## src/rtl/serp_pkg.sv

```systemverilog
`timescale 1ns/1ps
package serp_pkg;

    typedef enum logic [2:0] {
        SQ_IDLE,
        SQ_DEL,
        SQ_MID,
        SQ_INS,
        SQ_ONE,
        SQ_WRITE,
        SQ_DONE
    } sq_state_e;

    typedef enum logic [1:0] {
        ST_HOLD,
        ST_XFER,
        ST_CLOSE,
        ST_RESTORE
    } cell_step_e;

endpackage

```

## src/rtl/serp_span_plan.sv

```systemverilog
`timescale 1ns/1ps
// Address decode for one command: end columns, positions, direction,
// distance class and the set of columns lying strictly between the ends.
module serp_span_plan #(
    parameter int NCOL   = 8,
    parameter int CDEPTH = 16,
    localparam int AW    = $clog2(NCOL * CDEPTH),
    localparam int PW    = $clog2(CDEPTH),
    localparam int CW    = $clog2(NCOL)
) (
    input  logic [AW-1:0]   ins_addr,
    input  logic [AW-1:0]   del_addr,
    output logic [CW-1:0]   ins_col,
    output logic [CW-1:0]   del_col,
    output logic [PW-1:0]   ins_pos,
    output logic [PW-1:0]   del_pos,
    output logic            up,
    output logic            same_col,
    output logic            same_addr,
    output logic            adjacent,
    output logic [NCOL-1:0] mid_mask
);
    logic [CW-1:0] lo_col;
    logic [CW-1:0] hi_col;

    assign ins_col   = ins_addr[AW-1:PW];
    assign del_col   = del_addr[AW-1:PW];
    assign ins_pos   = ins_addr[PW-1:0];
    assign del_pos   = del_addr[PW-1:0];
    assign up        = ins_addr < del_addr;
    assign same_col  = ins_col == del_col;
    assign same_addr = ins_addr == del_addr;
    assign lo_col    = up ? ins_col : del_col;
    assign hi_col    = up ? del_col : ins_col;
    assign adjacent  = (hi_col - lo_col) == CW'(1);

    for (genvar c = 0; c < NCOL; c++) begin : g_mid
        assign mid_mask[c] = (CW'(c) > lo_col) && (CW'(c) < hi_col);
    end
endmodule

```

## src/rtl/serp_seq_ctrl.sv

```systemverilog
`timescale 1ns/1ps
// Phase sequencer: latches a command, walks the delete / middle / insert
// shift cycles and the final write, each array cycle being four cell steps.
module serp_seq_ctrl
    import serp_pkg::*;
#(
    parameter int NCOL   = 8,
    parameter int CDEPTH = 16,
    parameter int DW     = 8,
    localparam int AW    = $clog2(NCOL * CDEPTH),
    localparam int PW    = $clog2(CDEPTH),
    localparam int CW    = $clog2(NCOL)
) (
    input  logic            clk,
    input  logic            rst_n,
    input  logic            cmd_valid,
    input  logic [AW-1:0]   cmd_ins,
    input  logic [AW-1:0]   cmd_del,
    input  logic [DW-1:0]   cmd_data,
    output logic            cmd_ready,
    output logic            done,
    output logic [AW-1:0]   plan_ins,
    output logic [AW-1:0]   plan_del,
    input  logic [CW-1:0]   ins_col,
    input  logic [CW-1:0]   del_col,
    input  logic [PW-1:0]   ins_pos,
    input  logic [PW-1:0]   del_pos,
    input  logic            up,
    input  logic            same_col,
    input  logic            same_addr,
    input  logic            adjacent,
    input  logic [NCOL-1:0] mid_mask,
    output logic [NCOL-1:0] col_en,
    output logic [NCOL-1:0] col_pdir,
    output logic [PW:0]     rng_lo,
    output logic [PW:0]     rng_hi,
    output logic            shift_go,
    output logic            wr_en,
    output logic [AW-1:0]   wr_addr,
    output logic [DW-1:0]   wr_data,
    output logic [1:0]      step_out
);
    localparam logic [PW:0] FULL_R = (PW+1)'(CDEPTH);
    localparam logic [PW:0] ONE_R  = (PW+1)'(1);

    sq_state_e  state, state_nx;
    cell_step_e step, step_nx;
    logic [AW-1:0] ins_q, del_q;
    logic [DW-1:0] data_q;
    logic          working;
    logic          accept;
    logic [PW:0]   ipos_w, dpos_w;

    assign accept   = cmd_valid && (state == SQ_IDLE);
    assign plan_ins = (state == SQ_IDLE) ? cmd_ins : ins_q;
    assign plan_del = (state == SQ_IDLE) ? cmd_del : del_q;
    assign working  = state inside {SQ_DEL, SQ_MID, SQ_INS, SQ_ONE, SQ_WRITE};
    assign step_nx  = working ? cell_step_e'(step + 2'd1) : ST_HOLD;
    assign ipos_w   = {1'b0, ins_pos};
    assign dpos_w   = {1'b0, del_pos};
    assign wr_addr  = ins_q;
    assign wr_data  = data_q;
    assign step_out = step;

    // state register and command latch
    always_ff @(posedge clk) begin
        if (!rst_n) begin
            state  <= SQ_IDLE;
            step   <= ST_HOLD;
            ins_q  <= '0;
            del_q  <= '0;
            data_q <= '0;
        end else begin
            state <= state_nx;
            step  <= step_nx;
            if (accept) begin
                ins_q  <= cmd_ins;
                del_q  <= cmd_del;
                data_q <= cmd_data;
            end
        end
    end

    // next state
    always_comb begin
        state_nx = state;
        unique case (state)
            SQ_IDLE: begin
                if (cmd_valid) begin
                    if (same_addr)     state_nx = SQ_WRITE;
                    else if (same_col) state_nx = SQ_ONE;
                    else               state_nx = SQ_DEL;
                end
            end
            SQ_DEL:   if (step == ST_RESTORE) state_nx = adjacent ? SQ_INS : SQ_MID;
            SQ_MID:   if (step == ST_RESTORE) state_nx = SQ_INS;
            SQ_INS:   if (step == ST_RESTORE) state_nx = SQ_WRITE;
            SQ_ONE:   if (step == ST_RESTORE) state_nx = SQ_WRITE;
            SQ_WRITE: if (step == ST_RESTORE) state_nx = SQ_DONE;
            SQ_DONE:  state_nx = SQ_IDLE;
            default:  state_nx = SQ_IDLE;
        endcase
    end

    // outputs; ranges are half-open [rng_lo, rng_hi) of receiving positions
    always_comb begin
        col_en    = '0;
        rng_lo    = '0;
        rng_hi    = '0;
        wr_en     = 1'b0;
        done      = 1'b0;
        cmd_ready = 1'b0;
        unique case (state)
            SQ_IDLE: cmd_ready = 1'b1;
            SQ_DEL: begin
                col_en[del_col] = 1'b1;
                rng_lo = up ? '0 : dpos_w;
                rng_hi = up ? (dpos_w + ONE_R) : FULL_R;
            end
            SQ_MID: begin
                col_en = mid_mask;
                rng_lo = '0;
                rng_hi = FULL_R;
            end
            SQ_INS: begin
                col_en[ins_col] = 1'b1;
                rng_lo = up ? (ipos_w + ONE_R) : '0;
                rng_hi = up ? FULL_R : ipos_w;
            end
            SQ_ONE: begin
                col_en[ins_col] = 1'b1;
                rng_lo = up ? (ipos_w + ONE_R) : dpos_w;
                rng_hi = up ? (dpos_w + ONE_R) : ipos_w;
            end
            SQ_WRITE: wr_en = (step == ST_XFER);
            SQ_DONE:  done  = 1'b1;
            default: ;
        endcase
        shift_go = (col_en != '0) && (step == ST_XFER);
    end

    for (genvar c = 0; c < NCOL; c++) begin : g_pdir
        assign col_pdir[c] = col_en[c] & (up ^ ((c % 2) == 1));
    end

    assert_refuse_busy_R9: assert property (@(posedge clk) disable iff (!rst_n)
        (cmd_valid && !cmd_ready) |=> ($stable(ins_q) && $stable(del_q) && $stable(data_q)));

    assert_done_single_R10: assert property (@(posedge clk) disable iff (!rst_n)
        done |=> !done);

    assert_done_after_write_R10: assert property (@(posedge clk) disable iff (!rst_n)
        $rose(done) |-> ($past(state) == SQ_WRITE));

    assert_partial_one_col_R6: assert property (@(posedge clk) disable iff (!rst_n)
        (state inside {SQ_DEL, SQ_INS, SQ_ONE}) |-> ($countones(col_en) == 1));
endmodule

```

## src/rtl/serp_col_array.sv

```systemverilog
`timescale 1ns/1ps
// Behavioural serpentine column array. Words sit at physical rows; odd
// columns are mirrored. Column ends are joined so a word can cross into
// the neighbouring column during a transfer step.
module serp_col_array #(
    parameter int NCOL   = 8,
    parameter int CDEPTH = 16,
    parameter int DW     = 8,
    localparam int AW    = $clog2(NCOL * CDEPTH),
    localparam int PW    = $clog2(CDEPTH)
) (
    input  logic            clk,
    input  logic            rst_n,
    input  logic [NCOL-1:0] col_en,
    input  logic [PW:0]     rng_lo,
    input  logic [PW:0]     rng_hi,
    input  logic            up,
    input  logic            shift_go,
    input  logic            wr_en,
    input  logic [AW-1:0]   wr_addr,
    input  logic [DW-1:0]   wr_data,
    input  logic [AW-1:0]   rd_addr,
    output logic [DW-1:0]   rd_data
);
    logic [DW-1:0] mem [NCOL][CDEPTH];
    logic [DW-1:0] src [NCOL][CDEPTH];

    function automatic int row_of(input int col, input int pos);
        return ((col % 2) == 1) ? (CDEPTH - 1 - pos) : pos;
    endfunction

    // candidate value each cell would take on a transfer step
    always_comb begin
        for (int c = 0; c < NCOL; c++) begin
            for (int r = 0; r < CDEPTH; r++) begin
                int p;
                int cl;
                int cr;
                p  = row_of(c, r);
                cl = (c > 0) ? c - 1 : 0;
                cr = (c < NCOL - 1) ? c + 1 : NCOL - 1;
                if (up) begin
                    if (p == 0) src[c][r] = mem[cl][row_of(cl, CDEPTH - 1)];
                    else        src[c][r] = mem[c][row_of(c, p - 1)];
                end else begin
                    if (p == CDEPTH - 1) src[c][r] = mem[cr][row_of(cr, 0)];
                    else                 src[c][r] = mem[c][row_of(c, p + 1)];
                end
            end
        end
    end

    always_ff @(posedge clk) begin
        if (!rst_n) begin
            for (int c = 0; c < NCOL; c++)
                for (int r = 0; r < CDEPTH; r++)
                    mem[c][r] <= DW'(c * CDEPTH + row_of(c, r));
        end else if (shift_go) begin
            for (int c = 0; c < NCOL; c++) begin
                for (int r = 0; r < CDEPTH; r++) begin
                    int p;
                    p = row_of(c, r);
                    if (col_en[c] && (p >= int'(rng_lo)) && (p < int'(rng_hi)))
                        mem[c][r] <= src[c][r];
                end
            end
        end else if (wr_en) begin
            mem[int'(wr_addr[AW-1:PW])]
               [row_of(int'(wr_addr[AW-1:PW]), int'(wr_addr[PW-1:0]))] <= wr_data;
        end
    end

    always_comb begin
        rd_data = mem[int'(rd_addr[AW-1:PW])]
                     [row_of(int'(rd_addr[AW-1:PW]), int'(rd_addr[PW-1:0]))];
    end

    assert_no_shift_on_write_R6: assert property (@(posedge clk) disable iff (!rst_n)
        wr_en |-> !shift_go);
endmodule

```

## src/rtl/serpentine_shift_seq.sv

```systemverilog
`timescale 1ns/1ps
module serpentine_shift_seq #(
    parameter int NCOL   = 8,
    parameter int CDEPTH = 16,
    parameter int DW     = 8,
    localparam int AW    = $clog2(NCOL * CDEPTH),
    localparam int PW    = $clog2(CDEPTH),
    localparam int CW    = $clog2(NCOL)
) (
    input  logic            clk,
    input  logic            rst_n,
    input  logic            cmd_valid,
    input  logic [AW-1:0]   cmd_ins,
    input  logic [AW-1:0]   cmd_del,
    input  logic [DW-1:0]   cmd_data,
    output logic            cmd_ready,
    output logic            done,
    input  logic [AW-1:0]   rd_addr,
    output logic [DW-1:0]   rd_data,
    output logic [NCOL-1:0] col_en,
    output logic [NCOL-1:0] col_pdir,
    output logic [1:0]      cell_step
);
    logic [AW-1:0]   plan_ins, plan_del;
    logic [CW-1:0]   ins_col, del_col;
    logic [PW-1:0]   ins_pos, del_pos;
    logic            up, same_col, same_addr, adjacent;
    logic [NCOL-1:0] mid_mask;
    logic [PW:0]     rng_lo, rng_hi;
    logic            shift_go, wr_en;
    logic [AW-1:0]   wr_addr;
    logic [DW-1:0]   wr_data;

    serp_span_plan #(.NCOL(NCOL), .CDEPTH(CDEPTH)) u_plan (
        .ins_addr (plan_ins),
        .del_addr (plan_del),
        .ins_col  (ins_col),
        .del_col  (del_col),
        .ins_pos  (ins_pos),
        .del_pos  (del_pos),
        .up       (up),
        .same_col (same_col),
        .same_addr(same_addr),
        .adjacent (adjacent),
        .mid_mask (mid_mask)
    );

    serp_seq_ctrl #(.NCOL(NCOL), .CDEPTH(CDEPTH), .DW(DW)) u_ctrl (
        .clk      (clk),
        .rst_n    (rst_n),
        .cmd_valid(cmd_valid),
        .cmd_ins  (cmd_ins),
        .cmd_del  (cmd_del),
        .cmd_data (cmd_data),
        .cmd_ready(cmd_ready),
        .done     (done),
        .plan_ins (plan_ins),
        .plan_del (plan_del),
        .ins_col  (ins_col),
        .del_col  (del_col),
        .ins_pos  (ins_pos),
        .del_pos  (del_pos),
        .up       (up),
        .same_col (same_col),
        .same_addr(same_addr),
        .adjacent (adjacent),
        .mid_mask (mid_mask),
        .col_en   (col_en),
        .col_pdir (col_pdir),
        .rng_lo   (rng_lo),
        .rng_hi   (rng_hi),
        .shift_go (shift_go),
        .wr_en    (wr_en),
        .wr_addr  (wr_addr),
        .wr_data  (wr_data),
        .step_out (cell_step)
    );

    serp_col_array #(.NCOL(NCOL), .CDEPTH(CDEPTH), .DW(DW)) u_array (
        .clk     (clk),
        .rst_n   (rst_n),
        .col_en  (col_en),
        .rng_lo  (rng_lo),
        .rng_hi  (rng_hi),
        .up      (up),
        .shift_go(shift_go),
        .wr_en   (wr_en),
        .wr_addr (wr_addr),
        .wr_data (wr_data),
        .rd_addr (rd_addr),
        .rd_data (rd_data)
    );
endmodule

```

## config.mk

```make
export PLATFORM = sky130hd
export DESIGN_NAME = serpentine_shift_seq
export DESIGN_NICKNAME = d
export VERILOG_FILES = /design/src/rtl/serp_pkg.sv /design/src/rtl/serp_span_plan.sv /design/src/rtl/serp_seq_ctrl.sv /design/src/rtl/serp_col_array.sv /design/src/rtl/serpentine_shift_seq.sv
export SDC_FILE = /design/constraint.sdc
export NUM_CORES = 2
export LEC_CHECK = 0
export CAP_MARGIN = 20
export CORE_UTILIZATION = 41
export DETAILED_ROUTE_END_ITERATION = 10
export PLACE_DENSITY = 0.56
export SYNTH_ARGS = -nofsm -noshare
export SYNTH_HDL_FRONTEND = slang
export SYNTH_SLANG_ARGS = --single-unit
export TNS_END_PERCENT = 5
```

## constraint.sdc

```tcl
create_clock -name clk -period 5.77 [get_ports clk]
set_clock_uncertainty 0.05 [all_clocks]
set_input_delay 0.8655 -clock clk [delete_from_list [all_inputs] [get_ports clk]]
set_output_delay 0.8655 -clock clk [all_outputs]
set_load 0.02 [all_outputs]
```

==> metrics <==
largest net degree at the start of global routing=168; crit share post-route=97.9%; I/O Pins=60; Mapped Area=64900 um^2; DRC=0; WP data arrival=6.08 ns; Slew headroom=16.1%; WL met1=between 100000 and 150000 um; outcome=completed; 1st-pass router iterations=6; met2 WL=130000 um; CP cell instances=or3_1 -> clkinv_4 -> buf_4 -> mux2_2 -> ha_1 -> or3_1 -> o2111ai_4 -> o21a_4 -> nor2_1 -> buf_4 -> o31ai_4 -> nand3_1 -> or3_1 -> a221o_1 -> buf_4 -> nor4_4 -> buf_4 -> buf_12 -> buf_16 -> o21ai_0; Clock transition at path regs=around 0.060 ns; Achievable Freq=177 MHz; IO Port Bufs=a little under 60; Die Span X=roughly 400 um; slowest stage cell, crit path=or3_1; CP max stage delay=between 0.4 and 0.5 ns; Least-Margin Pin Slew=1.26 ns; leakage power=0.0255 uW; Synth top cells by count=nand2_1 (1527), edfxtp_1 (1024), mux2i_1 (562), nor2_1 (555), clkbuf_1 (419); Final ANT Viol Nets=0; worst-skew pair later-pin latency=0.76 ns; initial antenna violation count=24; Synth area leader=edfxtp_1; Worst Setup Start Kind=register; cts bufs inserted=118; CTS tree=built; Std-Cell Rows=about 150; die area=160000 um^2; Fillers=14700; Total GRT Usage=37.3%; Iteration-0 DRC Markers=10300; Setup crit end kind=register; Syn Nets=6196; WL/cell=36.6 um; top_reg_cell synth=edfxtp_1; Pwr Total=28000 uW; Clock Root Buffer=clkbuf_16; Post-CTS Hold Buffers=0; syn avg cell area=between 10 and 15 um^2; vias=slightly below 60000; Yosys cell types=83; most numerous cell in the Yosys netlist=nand2_1; Buf/Inv on CP=7; Async S/R FF share, synth=0%; FF+latch count, synth=1051; Avg Vias per Cell=7.05; core area=157000 um^2; vias in the first global route=about 55000; Sink Count=1051; Net count, final=roughly 6200; setup violators final=0; Area Growth Syn to Fin=12.4%; Worst Path Max Fanout=53; die height=between 400 and 500 um; Hold Vio Cnt, Final=0; total gr overflow=0; Max Cap Viol=0; share of layout cells above drive strength 1=15.1%; Routed WL=304000 um; Post-synth EDFFs=roughly 1000; PwrDens=383 nW/um^2; first-pass GRT wire length=about 420000 um; critical path's top delay family=simple AND/OR/NAND/NOR gates; peak supply drop=0.464 mV; classification of the worst-slack hold path=register to register; detailed placement HPWL=220000 um; max-slew violations=0; Synth Instances=6154; Worst Path Class, Setup=register to register; Hold WS=between 0.4 and 0.5 ns; largest cells by area after synthesis=edfxtp_1 (47%), mux4_2 (12%), nand2_1 (8.8%), mux2i_1 (8.7%), nor2_1 (3.2%); warning count from the yosys run=0; Seq/Total Area, Yosys=48.2%; critical path's most frequent cell=buf_4; htree depth=3; metal3 WL=47800 um; Starting Density=roughly 41%; clock buffer depth=3; Required @ worst endpoint=6.20 ns; top layer in use=met5; routability cong.=1.02; Synth top area share=a little under half; post-layout min period=5.65 ns
## layout make-up
class	count	area, um^2	share of cell area, %
diodes	4	10.0	0.0137
clock buffers	142	3090	4.23
flip-flops and latches	1051	31300	42.9
well taps	2058	2570	3.53
multi-input cells	4544	31600	43.3
inverters	28	121	0.166
repair buffers	397	3680	5.03
clock inverters	73	617	0.845
## metrics by stage
| step | setup TNS, ns | utilization [%] | cells | setup WS [ns] | cell area (um^2) |
|---|---|---|---|---|---|
| floorplan | 0 | - | 6154 | 0.117 | 64900 |
| global placement | -66.28 | 44.1 | 8055 | -0.267 | 69100 |
| detailed placement | -75.70 | 44.1 | 8056 | -0.300 | 69100 |
| CTS | 0 | 46.4 | 8271 | 0.00248 | 72800 |
| global route | -1.14 | 46.6 | 8293 | -0.0468 | 73000 |
| finish | 0 | 46.6 | 8297 | 0.122 | 73000 |
## final timing paths
check                           startpoint                       endpoint  slack, ns  depth (start not counted)
max reg2reg   u_ctrl.state[2]$_SDFFE_PN0P_  u_array.mem[0][116]$_DFFE_PP_       0.12                         20
min reg2reg  u_ctrl.step_out[0]$_SDFF_PN0_  u_ctrl.step_out[0]$_SDFF_PN0_       0.42                          1
min          u_ctrl.step_out[0]$_SDFF_PN0_  u_ctrl.step_out[0]$_SDFF_PN0_       0.42                          1
max           u_ctrl.state[2]$_SDFFE_PN0P_  u_array.mem[0][116]$_DFFE_PP_       0.12                         20
## registers in the layout, indices dropped and copies added (netlist names)
signal           cells
u_ctrl.state         3
u_ctrl.del_q         7
u_ctrl.wr_addr       7
u_ctrl.step_out      2
u_ctrl.wr_data       8
u_array.mem       1024
## cells in the final DEF, fill, tap and decap left out, types with 11 or more instances in the layout
master and count:
o22ai_1 216, nand3_1 23, clkdlybuf4s50_1 55, dfxtp_1 21, clkbuf_16 121, buf_4 293, mux2i_1 562, xor2_1 11
clkinv_2 23, o21ai_0 336, or2_2 36, edfxtp_1 1024, clkinv_1 32, mux4_2 336, nor2_1 553, o211ai_1 135
clkbuf_1 22, or3_1 11, nand2_1 1527, nand2b_1 11, and3_1 13, o32ai_1 28, a32oi_1 150, buf_12 38
inv_1 19, a31oi_1 305, a22o_1 31, nor3_1 20, and2_1 17, a21oi_1 51, mux2_2 12
## report_power, final
group | leakage [uW] | internal (uW) | switching [uW]
registers | 0.00922 | 8710 | 480
clock network | 0.00181 | 4190 | 3450
logic | 0.0145 | 3880 | 7300
total | 0.0255 | 16800 | 11200
## routing by layer
layer / vias to the layer above / track usage (%)
li1: 23400 / -
met1: 29200 / 49.1
met2: 4974 / 54.2
met3: 818 / 13.6
met4: 20 / 18.0
met5: - / 0
## what timing repair did
action	in CTS	in global routing
gates resized for setup	0	12
setup buffers	0	13
endpoints found under the hold margin	0	0
setup endpoints to repair	0	358
## logic make-up (layout without fill, tap and decap cells)
logic type	Yosys count	count (layout)	share of synthesized area, %
other cells	0	4	0
compound gates	1339	1340	13.6
flops	1051	1051	48.2
buf+inv	560	640	3.46
simple gates	2260	2260	13.7
xor+xnor	23	23	0.310
mux	911	911	20.6
fa+ha+maj	10	10	0.193
Note: power is estimated with default switching activity, not from simulation.
